===== config.mk =====
export PLATFORM = sky130hd
export DESIGN_NAME = nvm_prog_ctrl
export DESIGN_NICKNAME = d
export VERILOG_FILES = /design/src/rtl/nvm_prog_pkg.sv /design/src/rtl/nvm_arm_window.sv /design/src/rtl/nvm_op_timer.sv /design/src/rtl/nvm_cell_array.sv /design/src/rtl/nvm_prog_ctrl.sv
export SDC_FILE = /design/constraint.sdc
export NUM_CORES = 1
export LEC_CHECK = 0
export BUFFER_PORTS_ARGS = -buffer_cell sky130_fd_sc_hd__clkbuf_2
export CAP_MARGIN = 10
export CORE_MARGIN = 1.5
export CORE_UTILIZATION = 55
export CTS_BUF_LIST = sky130_fd_sc_hd__clkbuf_8
export DETAILED_ROUTE_END_ITERATION = 16
export PLACE_DENSITY = 0.71
export SLEW_MARGIN = 40
export SYNTH_ARGS = -nofsm -noshare
export SYNTH_HDL_FRONTEND = slang
export SYNTH_HIERARCHICAL = 1
export SYNTH_SLANG_ARGS = --single-unit

===== constraint.sdc =====
create_clock -name clk -period 10.75 [get_ports clk]
set_input_delay 0.5375 -clock clk [delete_from_list [all_inputs] [get_ports clk]]
set_output_delay 0.5375 -clock clk [all_outputs]
set_load 0.01 [all_outputs]

===== src/rtl/nvm_prog_pkg.sv =====
// Shared definitions for the nonvolatile byte store programming controller.
// Assumes an 8-bit host data path; the command byte layout is fixed because
// host software decodes it bit by bit.
package nvm_prog_pkg;

    localparam int DATA_W = 8;

    typedef enum logic [1:0] {
        MODE_ATOMIC = 2'b00,
        MODE_ERASE  = 2'b01,
        MODE_WRITE  = 2'b10,
        MODE_RSVD   = 2'b11
    } nvm_mode_e;

    typedef enum logic [1:0] {
        SEL_PTR  = 2'd0,
        SEL_DATA = 2'd1,
        SEL_CMD  = 2'd2,
        SEL_NONE = 2'd3
    } nvm_sel_e;

    // Command byte bit positions
    localparam int CMD_RE_BIT   = 0;
    localparam int CMD_PE_BIT   = 1;
    localparam int CMD_ARM_BIT  = 2;
    localparam int CMD_IE_BIT   = 3;
    localparam int CMD_MODE_LSB = 4;

    localparam logic [DATA_W-1:0] ERASED_BYTE = 8'hFF;

endpackage


===== src/rtl/nvm_arm_window.sv =====
// Arming window for the programming unlock sequence.
// A pulse on arm opens the window for ARM_CYC cycles; re-arming restarts it.
// Assumes arm is a single-cycle strobe from the register decode.
module nvm_arm_window #(
    parameter int ARM_CYC = 4
) (
    input  logic clk,
    input  logic rst_n,
    input  logic arm,
    output logic open
);
    localparam int CW = $clog2(ARM_CYC + 1);

    logic [CW-1:0] left_q;

    // Load the window length on arm, otherwise count down to zero.
    always_ff @(posedge clk) begin
        if (!rst_n) begin
            left_q <= '0;
        end else if (arm) begin
            left_q <= CW'(ARM_CYC);
        end else if (left_q != '0) begin
            left_q <= left_q - 1'b1;
        end
    end

    assign open = (left_q != '0);

    assert_arm_opens_R4: assert property (@(posedge clk) disable iff (!rst_n)
        arm |=> open);

    assert_window_closes_R4: assert property (@(posedge clk) disable iff (!rst_n)
        (!arm && !open) |=> !open);

endmodule


===== src/rtl/nvm_op_timer.sv =====
// Programming duration timer. Loads a mode-dependent cycle count on start
// and reports busy until it runs out; done marks the final busy cycle.
// Not cleared by reset so an operation in flight survives a reset; the
// counter is assumed idle at power-up.
module nvm_op_timer
    import nvm_prog_pkg::*;
#(
    parameter int ATOMIC_CYC = 170000,
    parameter int SPLIT_CYC  = 90000
) (
    input  logic      clk,
    input  logic      rst_n,
    input  logic      start,
    input  nvm_mode_e mode,
    output logic      busy,
    output logic      done
);
    localparam int MAXC = (ATOMIC_CYC > SPLIT_CYC) ? ATOMIC_CYC : SPLIT_CYC;
    localparam int CW   = $clog2(MAXC + 1);

    logic [CW-1:0] cnt_q;

    // Load the operation length on start, then count down once per cycle.
    always_ff @(posedge clk) begin
        if (start) begin
            cnt_q <= (mode == MODE_ATOMIC) ? CW'(ATOMIC_CYC) : CW'(SPLIT_CYC);
        end else if (cnt_q != '0) begin
            cnt_q <= cnt_q - 1'b1;
        end
    end

    assign busy = (cnt_q != '0);
    assign done = (cnt_q == CW'(1));

    assert_start_sets_busy_R6: assert property (@(posedge clk) disable iff (!rst_n)
        start |=> busy);

    assert_no_restart_R5: assert property (@(posedge clk) disable iff (!rst_n)
        start |-> !busy);

    assert_busy_ends_on_done_R6: assert property (@(posedge clk) disable iff (!rst_n)
        $fell(busy) |-> $past(done));

endmodule


===== src/rtl/nvm_cell_array.sv =====
// Byte store model. Captures the target, data and mode when an operation
// starts and applies the result when the timer signals done. The contents
// are never reset because the store is nonvolatile.
// Assumes start and done never fall on the same edge.
module nvm_cell_array
    import nvm_prog_pkg::*;
#(
    parameter int ADDR_W = 7
) (
    input  logic              clk,
    input  logic              rst_n,
    input  logic              start,
    input  nvm_mode_e         mode,
    input  logic [ADDR_W-1:0] addr,
    input  logic [DATA_W-1:0] wdata,
    input  logic              done,
    input  logic [ADDR_W-1:0] rd_addr,
    output logic [DATA_W-1:0] rd_data
);
    localparam int DEPTH = 1 << ADDR_W;

    logic [DATA_W-1:0] mem [DEPTH];
    nvm_mode_e         op_mode_q;
    logic [ADDR_W-1:0] op_addr_q;
    logic [DATA_W-1:0] op_data_q;
    logic [DATA_W-1:0] tgt_byte;

    // Capture the operation parameters at start.
    always_ff @(posedge clk) begin
        if (start) begin
            op_mode_q <= mode;
            op_addr_q <= addr;
            op_data_q <= wdata;
        end
    end

    // Apply the programming result to the target byte at completion.
    always_ff @(posedge clk) begin
        if (done) begin
            case (op_mode_q)
                MODE_ATOMIC: mem[op_addr_q] <= op_data_q;
                MODE_ERASE:  mem[op_addr_q] <= ERASED_BYTE;
                MODE_WRITE:  mem[op_addr_q] <= mem[op_addr_q] & op_data_q;
                default:     ;
            endcase
        end
    end

    assign rd_data  = mem[rd_addr];
    assign tgt_byte = mem[op_addr_q];

    assert_rsvd_no_change_R10: assert property (@(posedge clk) disable iff (!rst_n)
        (done && op_mode_q == MODE_RSVD) |=> $stable(tgt_byte));

    assert_write_only_clears_R9: assert property (@(posedge clk) disable iff (!rst_n)
        (done && op_mode_q == MODE_WRITE) |=> ((tgt_byte & ~$past(tgt_byte)) == '0));

endmodule


===== src/rtl/nvm_prog_ctrl.sv =====
// Register front end of the nonvolatile byte store programming controller.
// Decodes host writes to the pointer, data and command registers, runs
// the arm-then-start unlock, and drives the level ready interrupt.
// Assumes one host access per cycle and a combinational read port.
module nvm_prog_ctrl
    import nvm_prog_pkg::*;
#(
    parameter int ADDR_W  = 7,
    parameter int CLK_HZ  = 50_000_000,
    parameter int ARM_CYC = 4
) (
    input  logic       clk,
    input  logic       rst_n,
    input  logic [1:0] host_sel,
    input  logic       host_we,
    input  logic [7:0] host_wdata,
    output logic [7:0] host_rdata,
    input  logic       glob_ie,
    output logic       rdy_irq
);
    localparam longint ATOMIC_L   = longint'(CLK_HZ) * 34 / 10000;
    localparam longint SPLIT_L    = longint'(CLK_HZ) * 18 / 10000;
    localparam int     ATOMIC_CYC = int'(ATOMIC_L);
    localparam int     SPLIT_CYC  = int'(SPLIT_L);

    logic [ADDR_W-1:0] ptr_q;
    logic [DATA_W-1:0] data_q;
    nvm_mode_e         mode_q;
    logic              ie_q;
    logic              rd_pend_q;

    logic wr_ptr, wr_data, wr_cmd;
    logic arm, arm_open, start, rd_req;
    logic busy, done;
    logic [DATA_W-1:0] store_byte;
    nvm_mode_e         new_mode;
    logic [1:0]        unused_hi;

    assign unused_hi = host_wdata[7:6];

    assign wr_ptr  = host_we && (host_sel == SEL_PTR);
    assign wr_data = host_we && (host_sel == SEL_DATA);
    assign wr_cmd  = host_we && (host_sel == SEL_CMD);

    assign new_mode = nvm_mode_e'(host_wdata[CMD_MODE_LSB +: 2]);
    assign arm      = wr_cmd && host_wdata[CMD_ARM_BIT];
    assign start    = rst_n && wr_cmd && host_wdata[CMD_PE_BIT] && arm_open && !busy;
    assign rd_req   = wr_cmd && host_wdata[CMD_RE_BIT] && !busy;

    nvm_arm_window #(.ARM_CYC(ARM_CYC)) u_arm (
        .clk   (clk),
        .rst_n (rst_n),
        .arm   (arm),
        .open  (arm_open)
    );

    nvm_op_timer #(.ATOMIC_CYC(ATOMIC_CYC), .SPLIT_CYC(SPLIT_CYC)) u_timer (
        .clk   (clk),
        .rst_n (rst_n),
        .start (start),
        .mode  (new_mode),
        .busy  (busy),
        .done  (done)
    );

    nvm_cell_array #(.ADDR_W(ADDR_W)) u_cells (
        .clk     (clk),
        .rst_n   (rst_n),
        .start   (start),
        .mode    (new_mode),
        .addr    (ptr_q),
        .wdata   (data_q),
        .done    (done),
        .rd_addr (ptr_q),
        .rd_data (store_byte)
    );

    // Host-visible registers; the mode field survives a reset while busy.
    always_ff @(posedge clk) begin
        if (!rst_n) begin
            ptr_q     <= '0;
            data_q    <= '0;
            ie_q      <= 1'b0;
            rd_pend_q <= 1'b0;
            if (!busy) mode_q <= MODE_ATOMIC;
        end else begin
            rd_pend_q <= rd_req;
            if (wr_ptr) ptr_q <= host_wdata[ADDR_W-1:0];
            if (rd_pend_q) data_q <= store_byte;
            else if (wr_data) data_q <= host_wdata;
            if (wr_cmd) begin
                ie_q <= host_wdata[CMD_IE_BIT];
                if (!busy) mode_q <= new_mode;
            end
        end
    end

    // Read multiplexer for the selected register.
    always_comb begin
        case (host_sel)
            SEL_PTR:  host_rdata = 8'(ptr_q);
            SEL_DATA: host_rdata = data_q;
            SEL_CMD:  host_rdata = {2'b00, mode_q, ie_q, arm_open, busy, 1'b0};
            default:  host_rdata = '0;
        endcase
    end

    // Level interrupt while the store is ready.
    assign rdy_irq = ie_q && glob_ie && !busy;

    assert_start_in_window_R5: assert property (@(posedge clk) disable iff (!rst_n)
        start |-> arm_open);

    assert_mode_locked_R11: assert property (@(posedge clk) disable iff (!rst_n)
        (busy && $past(busy)) |-> $stable(mode_q));

    assert_read_blocked_R13: assert property (@(posedge clk) disable iff (!rst_n)
        busy |=> !rd_pend_q);

    assert_irq_quiet_busy_R14: assert property (@(posedge clk) disable iff (!rst_n)
        busy |-> !rdy_irq);

endmodule


==> metrics.md, run 1 <==
| Metric | Value |
|---|---|
| Fin util | `0.610` |
| Max Root-Sink Buffers | `3` |
| Detailed Routing Iterations Pass 1 | `6` |
| Critical Path Start Type | `flip-flop` |
| Yosys warns | `6` |
| Residual DRC | `0` |
| Final Hold Vio Count | `0` |
| Cell taking the most area after synthesis | `edfxtp_1` |
| Inserted Clock Buffers | `roughly 180` |
| Min Clock Period, post-route | `approximately 4.8 ns` |
| Fmax | `207 MHz` |
| Path depth of the worst reg2reg path | `8` |
| Post-synth EDFFs | `between 1000 and 1500` |
| Highest-count cells in the layout ignoring fill and taps | `edfxtp_1, mux4_2, clkbuf_8` |
| Worst Hold Endpoint | `ie_q` |
| Worst-Skew Late Latency | `approximately 0.88 ns` |
| Worst stage delay on the critical path | `around 0.78 ns` |
| Port Buffers | `22` |
| CP most frequent cell | `buf_4` |
| Leading cell type in the layout, fill and taps excluded | `edfxtp_1` |
| Clk pwr share | `0.405` |
| Top cell type's share of synthesized area | `0.624` |
| Dominant synthesized flop cell | `edfxtp_1` |
| Sequential power share | `0.567` |
| Root Buffer | `clkbuf_8` |
| Max-slew violations | `0` |
| Crit end category | `flip-flop` |
| I/O pin count | `23` |
| Clock transition at path regs | `0.06 ns` |
| Post-synth ARST share | `0` |
| Post-synthesis register bit count | `1088` |
| Worst Tran Pin Value | `1.01 ns` |
| Pwr Density | `about 140 nW/um^2` |
| Final critical-path share of the clock period | `0.450` |
| H-tree depth | `4` |
| Min-delay src | `host_we` |
| Fin nets | `2907` |
| PnR worst setup slack | `5.91 ns` |
| Horiz. Die Dim | `308 microns` |
| R2r endpoint | `u_cells/mem[59][5]` |
| Max-cap violations | `0` |
| Initial DRC Count | `4773` |
| GPL Wtd Cong | `approximately 0.94` |
| Setup bufs post-CTS | `0` |
| Number of global-route vias before repair | `30535` |
| Core area | `91800 sq um` |
| Arr. time, crit path | `5.37 ns` |
| Syn Nets | `between 2000 and 3000` |
| Slew headroom | `0.321` |
| CTS Sinks | `~1100` |
| Initial Util | `0.557` |
| CP max-delay cell | `dfxtp_4` |
| Post-Syn Area | `about 51000 sq um` |
| Drt via density | `7.25` |
| Die ar. | `94700 sq um` |
| Dpl cells | `3943` |
| R2R Setup Slk | `about 5.9 ns` |
| Resized Gates After CTS | `0` |
| Unrepaired setup endpoints after global routing | `false` |
| Die span in y | `308 microns` |
| Static Leak | `~17 nW` |
| Synth Area per Inst | `18.0 sq um` |
| Internal power | `6.30 mW` |
| Combinational power share | `0.027` |
| Synthesized instance count | `2832` |
| Post-synthesis sequential area ratio | `0.634` |
| Layout Cells excl Fill | `4271` |
| Most area-consuming cells after synthesis | `edfxtp_1, mux4_2, mux2i_1, o22ai_1, mux2_2` |
| Post-Route WL | `151000 microns` |
| P_sw | `1.80 mW` |
| First-pass GRT wire length | `roughly 220000 microns` |
| Routed Antenna Nets | `0` |
| Total negative setup slack | `0 ns` |
| Crit-path max FO | `94` |
| Share of layout cells above drive strength 1 | `0.316` |
| Routed wire per std cell | `35.5 microns` |
| Total Routing Usage GR | `0.323` |
| Hold path cells | `4` |
| Worst-path cell chain | `buf_12 > buf_4 > mux4_2 > a21oi_1 > o311a_1 > a211oi_4 > buf_4 > buf_6` |
| Rows | `111` |
| Critical path type | `reg -> reg` |
| Syn-to-layout area delta | `9.60%` |
| Max IR drop VDD | `approximately 0.00013 V` |
| Distinct cells, synth | `76` |
| Status | `completed` |
| Hold Path Class | `in -> reg` |
| Worst-case clock skew | `about 0.07 ns` |
| GRT overflow | `0` |
| Final setup violating endpoints | `0` |
| DP Wirelength | `95600 microns` |
| Antenna violations before repair | `8` |
| Sw Ratio | `0.222` |
| Pre-CTS WS | `5.82 ns` |
| Hold Slack | `0.156 ns` |
| Required time worst endpoint | `roughly 11 ns` |
| Routed via count | `30972` |
| TritonCTS clock tree | `yes` |
| Largest net degree at the start of global routing | `129` |
## cell families after synthesis
group | share of synthesized area
DFF | 0.634
muxes | 0.239
and+or+nand+nor | 0.0427
AOI/OAI and AO/OA | 0.0561
buffers and inverters | 0.0246
xor gates and xnor gates | 0.00189
adders and majority gates | 0.00122
## synthesized netlist by cell type, drive strengths merged, types with 35 or more instances
cell,n
nor2,161
mux2i,131
edfxtp,1061
a221oi,35
o22ai,145
nor4,47
buf,118
clkbuf,102
mux4,441
o21ai,40
nand2,93
a21oi,35
mux2,80
## per-layer routing
layer  GRT usage  routed length, microns
met5           0                      56
met4       0.148                    7060
met3      0.0928                   19100
met2       0.489                   70600
met1       0.438                   54700
## stage by stage
stage	instance area (sq um)	total power, mW
3_3_place_gp	52200	4.89
5_1_grt	56000	8.33
4_1_cts	55800	8.14
3_5_place_dp	52500	4.89
6_report	56000	8.10
2_1_floorplan	51100	4.82
## state kept, by name, indices dropped and copies added, names as in the netlist, named ones only
name and cells:
u_cells/op_addr_q 7, u_arm/left_q 3, u_cells/op_mode_q 2, u_timer/cnt_q 18, mode_q 2, u_cells/mem 1024
u_cells/op_data_q 8, data_q 8, ie_q 1, ptr_q 7, rd_pend_q 1
## critical path, delay by kind of cell (launching register included)
| kind | cells | cell delay (ns) |
|---|---|---|
| compound gates | 3 | 0.77 |
| buf+inv | 4 | 2.21 |
| flops | 1 | 0.78 |
| mux | 1 | 0.35 |
## power groups by stage
stage          Combinational (mW)  Clock, mW  Sequential (mW)
6_report                    0.221       3.29             4.60
5_1_grt                     0.228       3.51             4.59
4_1_cts                     0.213       3.33             4.60
3_5_place_dp                0.210          0             4.68
3_3_place_gp                0.205          0             4.68
2_1_floorplan               0.136          0             4.68
## timing repair
| action | 4_1_cts | 5_1_grt |
|---|---|---|
| endpoints found under the setup margin | 0 | 0 |
| hold buffers | 9 | 0 |
| endpoints found under the hold margin | 14 | 0 |
## how the worst max path moves through the flow
stage                          start                 end  slack (ns)  cells past startpoint
finish                     flip-flop  u_cells/mem[59][5]        5.91                      8
global route               flip-flop  u_cells/mem[59][5]        5.72                      8
CTS                        flip-flop  u_cells/mem[59][5]        5.76                      8
detailed placement         flip-flop  u_cells/mem[15][5]        5.82                      8
global placement           flip-flop  u_cells/mem[12][5]        5.54                      9
floorplan           u_timer/cnt_q[5]   u_cells/mem[0][6]        1.83                     10
## layout make-up
class | instances | area, sq um
Multi-Input combinational cell | 1511 | 17900
Timing Repair Buffer | 99 | 875
Clock inverter | 137 | 717
Clock buffer | 179 | 2460
Inverter | 13 | 48.8
Sequential cell | 1088 | 32400
Antenna cell | 1 | 2.50
Fill cell | 6487 | 35800
Tap cell | 1243 | 1560
Power figures use the tool's default switching activity.
==> run 2, diff against run 1 <==
clock period = 4.8 ns   (was 10.75 ns; I/O delays follow)
==> run 2 against run 1 <==
Effect of this change:
- cell count increased by 3.7%
- utilization increased by 1.4 points
- sequential share of layout area decreased by 1.3 points
- count of clock-buffer cells in the layout increased by 4
- design area increased by 2.3%
- via count increased by 1.8%
- maximum frequency increased by 8.7%
- sequential power increased by 120%
- global-route usage increased by 0.30 points
- clock skew decreased by 0.012 ns
- highest routed layer is now met4
==> metrics.md, run 2 (synthesis results as in run 1) <==
| Metric | Value |
|---|---|
| GRT overflow | `0 (unchanged)` |
| Total Routing Usage GR | `0.326 (+0.00304)` |
| Final critical-path share of the clock period | `0.928 (+0.478)` |
| Initial Util | `0.557 (unchanged)` |
| Routed via count | `31524 (+1.8%)` |
| TritonCTS clock tree | `yes` |
| Largest net degree at the start of global routing | `81 (-37%)` |
| Worst-Skew Late Latency | `0.87 ns (about the same)` |
| Horiz. Die Dim | `308 microns (unchanged)` |
| Critical path type | `reg -> reg` |
| Share of layout cells above drive strength 1 | `0.329 (+0.0129)` |
| Sequential power share | `0.560 (-0.007)` |
| Min Clock Period, post-route | `4.46 ns (-0.385 ns)` |
| Sw Ratio | `0.221 (-0.000939)` |
| Highest-count cells in the layout ignoring fill and taps | `edfxtp_1, mux4_2, clkbuf_8` |
| First-pass GRT wire length | `220000 microns (+1.6%)` |
| Slew headroom | `0.347 (+0.0263)` |
| Die ar. | `94700 sq um (unchanged)` |
| Largest Register | `u_cells/mem` |
| CP max-delay cell | `nand3_1` |
| GPL Wtd Cong | `1.05 (+12%)` |
| Total negative setup slack | `0 ns (unchanged)` |
| Worst stage delay on the critical path | `0.65 ns (-0.13 ns)` |
| Layout Cells excl Fill | `4428 (+3.7%)` |
| Routed Antenna Nets | `0 (unchanged)` |
| Final Hold Vio Count | `0 (unchanged)` |
| Max Root-Sink Buffers | `3 (unchanged)` |
| Root Buffer | `clkbuf_8` |
| Max-slew violations | `0 (unchanged)` |
| Pwr Density | `321 nW/um^2 (+120%)` |
| Clk pwr share | `0.412 (+0.007)` |
| Port Buffers | `22 (unchanged)` |
| Residual DRC | `0 (unchanged)` |
| Fill cells | `6338 (-2.3%)` |
| Status | `completed` |
| DP Area | `53700 sq um (+2.4%)` |
| CP most frequent cell | `buf_4` |
| R2R Setup Slk | `0.34 ns (-5.56 ns)` |
| Sequential cell area | `32400 sq um (about the same)` |
| R2r startpoint | `u_timer/cnt_q[5]` |
| Required time worst endpoint | `5.28 ns (-5.99 ns)` |
| Post-route cell area | `57300 sq um (+2.3%)` |
| Resized Gates After CTS | `0 (unchanged)` |
| Number of global-route vias before repair | `31551 (+3.3%)` |
| Drt via density | `7.12 (-1.8%)` |
| Min-delay src | `host_sel[0]` |
| Fmax | `224 MHz (+8.7%)` |
| Max IR drop VDD | `0.000310 V (+150%)` |
| Clock transition at path regs | `0.06 ns (about the same)` |
| Antenna violations before repair | `1 (-7)` |
| H-tree depth | `4 (unchanged)` |
| Arr. time, crit path | `4.93 ns (-0.44 ns)` |
| CTS Sinks | `1088 (unchanged)` |
| Static Leak | `17.8 nW (+5.7%)` |
| Dpl cells | `4091 (+3.8%)` |
| I/O pin count | `23 (unchanged)` |
| Detailed Routing Iterations Pass 1 | `6 (unchanged)` |
| Leading cell type in the layout, fill and taps excluded | `edfxtp_1` |
| Combinational power share | `0.028 (about the same)` |
| Internal power | `14.3 mW (+130%)` |
| Max-cap violations | `0 (unchanged)` |
| Hold Path Class | `in -> reg` |
| Biggest registers after layout | `u_cells/mem: 1024 flops, u_timer/cnt_q: 18 flops` |
| Syn-to-layout area delta | `12.1%` |
| Rows | `111 (unchanged)` |
| Die span in y | `308 microns (unchanged)` |
| Worst-case clock skew | `0.0578 ns (-0.0117 ns)` |
| Footprint of the multi-input gates | `17700 sq um (-1.3%)` |
| Max FFs per register | `1024 (unchanged)` |
| Critical Path Start Type | `flip-flop` |
| Worst Tran Pin Value | `0.972 ns (-0.0376 ns)` |
| Core area | `91800 sq um (unchanged)` |
| Initial DRC Count | `4372 (-8.4%)` |
| Post-Route WL | `152000 microns (+0.30%)` |
| P_sw | `4.06 mW (+130%)` |
| Routed wire per std cell | `34.3 microns (-3.3%)` |
| Crit end category | `flip-flop` |
| Crit-path max FO | `9 (-90%)` |
| Final setup violating endpoints | `0 (unchanged)` |
| Worst-path cell chain | `or4_4 > or3_1 > nor3_1 > buf_4 > and3_1 > nand3_1 > buf_4 > nor2_1` |
| DP Wirelength | `101000 microns (+6.1%)` |
| Inserted Clock Buffers | `178 (+1.7%)` |
| Setup crit start | `u_timer/cnt_q[5]` |
| Unrepaired setup endpoints after global routing | `false` |
| Fin nets | `3065 (+5.4%)` |
-- run 2: cell types whose count changed in the layout (fill, tap and decap cells not counted), sizes merged --
cell         previous run  this run
clkinvlp                3         5
clkinv                 71        61
bufinv                  3         5
clkbuf                201       205
inv                    73        75
diode                   1         3
buf                    68       216
dlygate4sd3             9        16
-- run 2: power by group through the flow --
stage / clock network, mW / registers, mW / logic, mW
3_3_place_gp: 0 / 10.5 / 0.473
2_1_floorplan: 0 / 10.5 / 0.305
5_1_grt: 8.06 / 10.3 / 0.526
3_5_place_dp: 0 / 10.5 / 0.484
4_1_cts: 7.67 / 10.3 / 0.494
6_report: 7.57 / 10.3 / 0.512
-- run 2: worst paths after layout --
path / to / depth (start not counted)
setup / recovery: u_cells/mem[63][3] / 8
hold / removal: ptr_q[5] / 4
setup reg to reg: u_cells/mem[63][3] / 8
hold reg to reg: u_cells/op_data_q[3] / 0
-- run 2: worst max-delay path, delay by kind of cell (launching register included) --
family / cells / cell delay (ns)
simple gates: 6 / 2.88
buf+inv: 2 / 0.74
flops: 1 / 0.44
-- run 2: cell type report --
| class | instances | share of cell area |
|---|---|---|
| Inverter | 13 | 0.000852 |
| Timing Repair Buffer | 254 | 0.0403 |
| Multi-Input combinational cell | 1511 | 0.308 |
| Clock buffer | 183 | 0.0440 |
| Clock inverter | 133 | 0.0132 |
| Antenna cell | 3 | 0.000131 |
| Tap cell | 1243 | 0.0271 |
| Sequential cell | 1088 | 0.566 |
-- run 2: metal layers --
| layer | GRT usage | part of all wire |
|---|---|---|
| met5 | 0 | 0 |
| met4 | 0.164 | 0.053 |
| met3 | 0.0968 | 0.13 |
| met2 | 0.497 | 0.47 |
| met1 | 0.431 | 0.35 |
-- run 2: what timing repair did --
| item | in CTS | in global routing |
|---|---|---|
| setup buffers | 0 | 0 |
| hold buffers | 16 | 0 |
| setup endpoints to repair | 0 | 0 |
| hold endpoints to repair | 28 | 0 |
-- run 2: through the flow --
step | power (mW) | hold WS [ns] | util | worst slack (ns)
5_1_grt | 18.9 | 0.205 | 0.624 | 0.270
6_report | 18.4 | 0.212 | 0.624 | 0.344
4_1_cts | 18.5 | 0.137 | 0.623 | 0.370
2_1_floorplan | 10.8 | 0.339 | - | 0.0309
3_5_place_dp | 11.0 | 0.455 | 0.585 | 0.417
3_3_place_gp | 11.0 | 0.447 | 0.585 | 0.0752
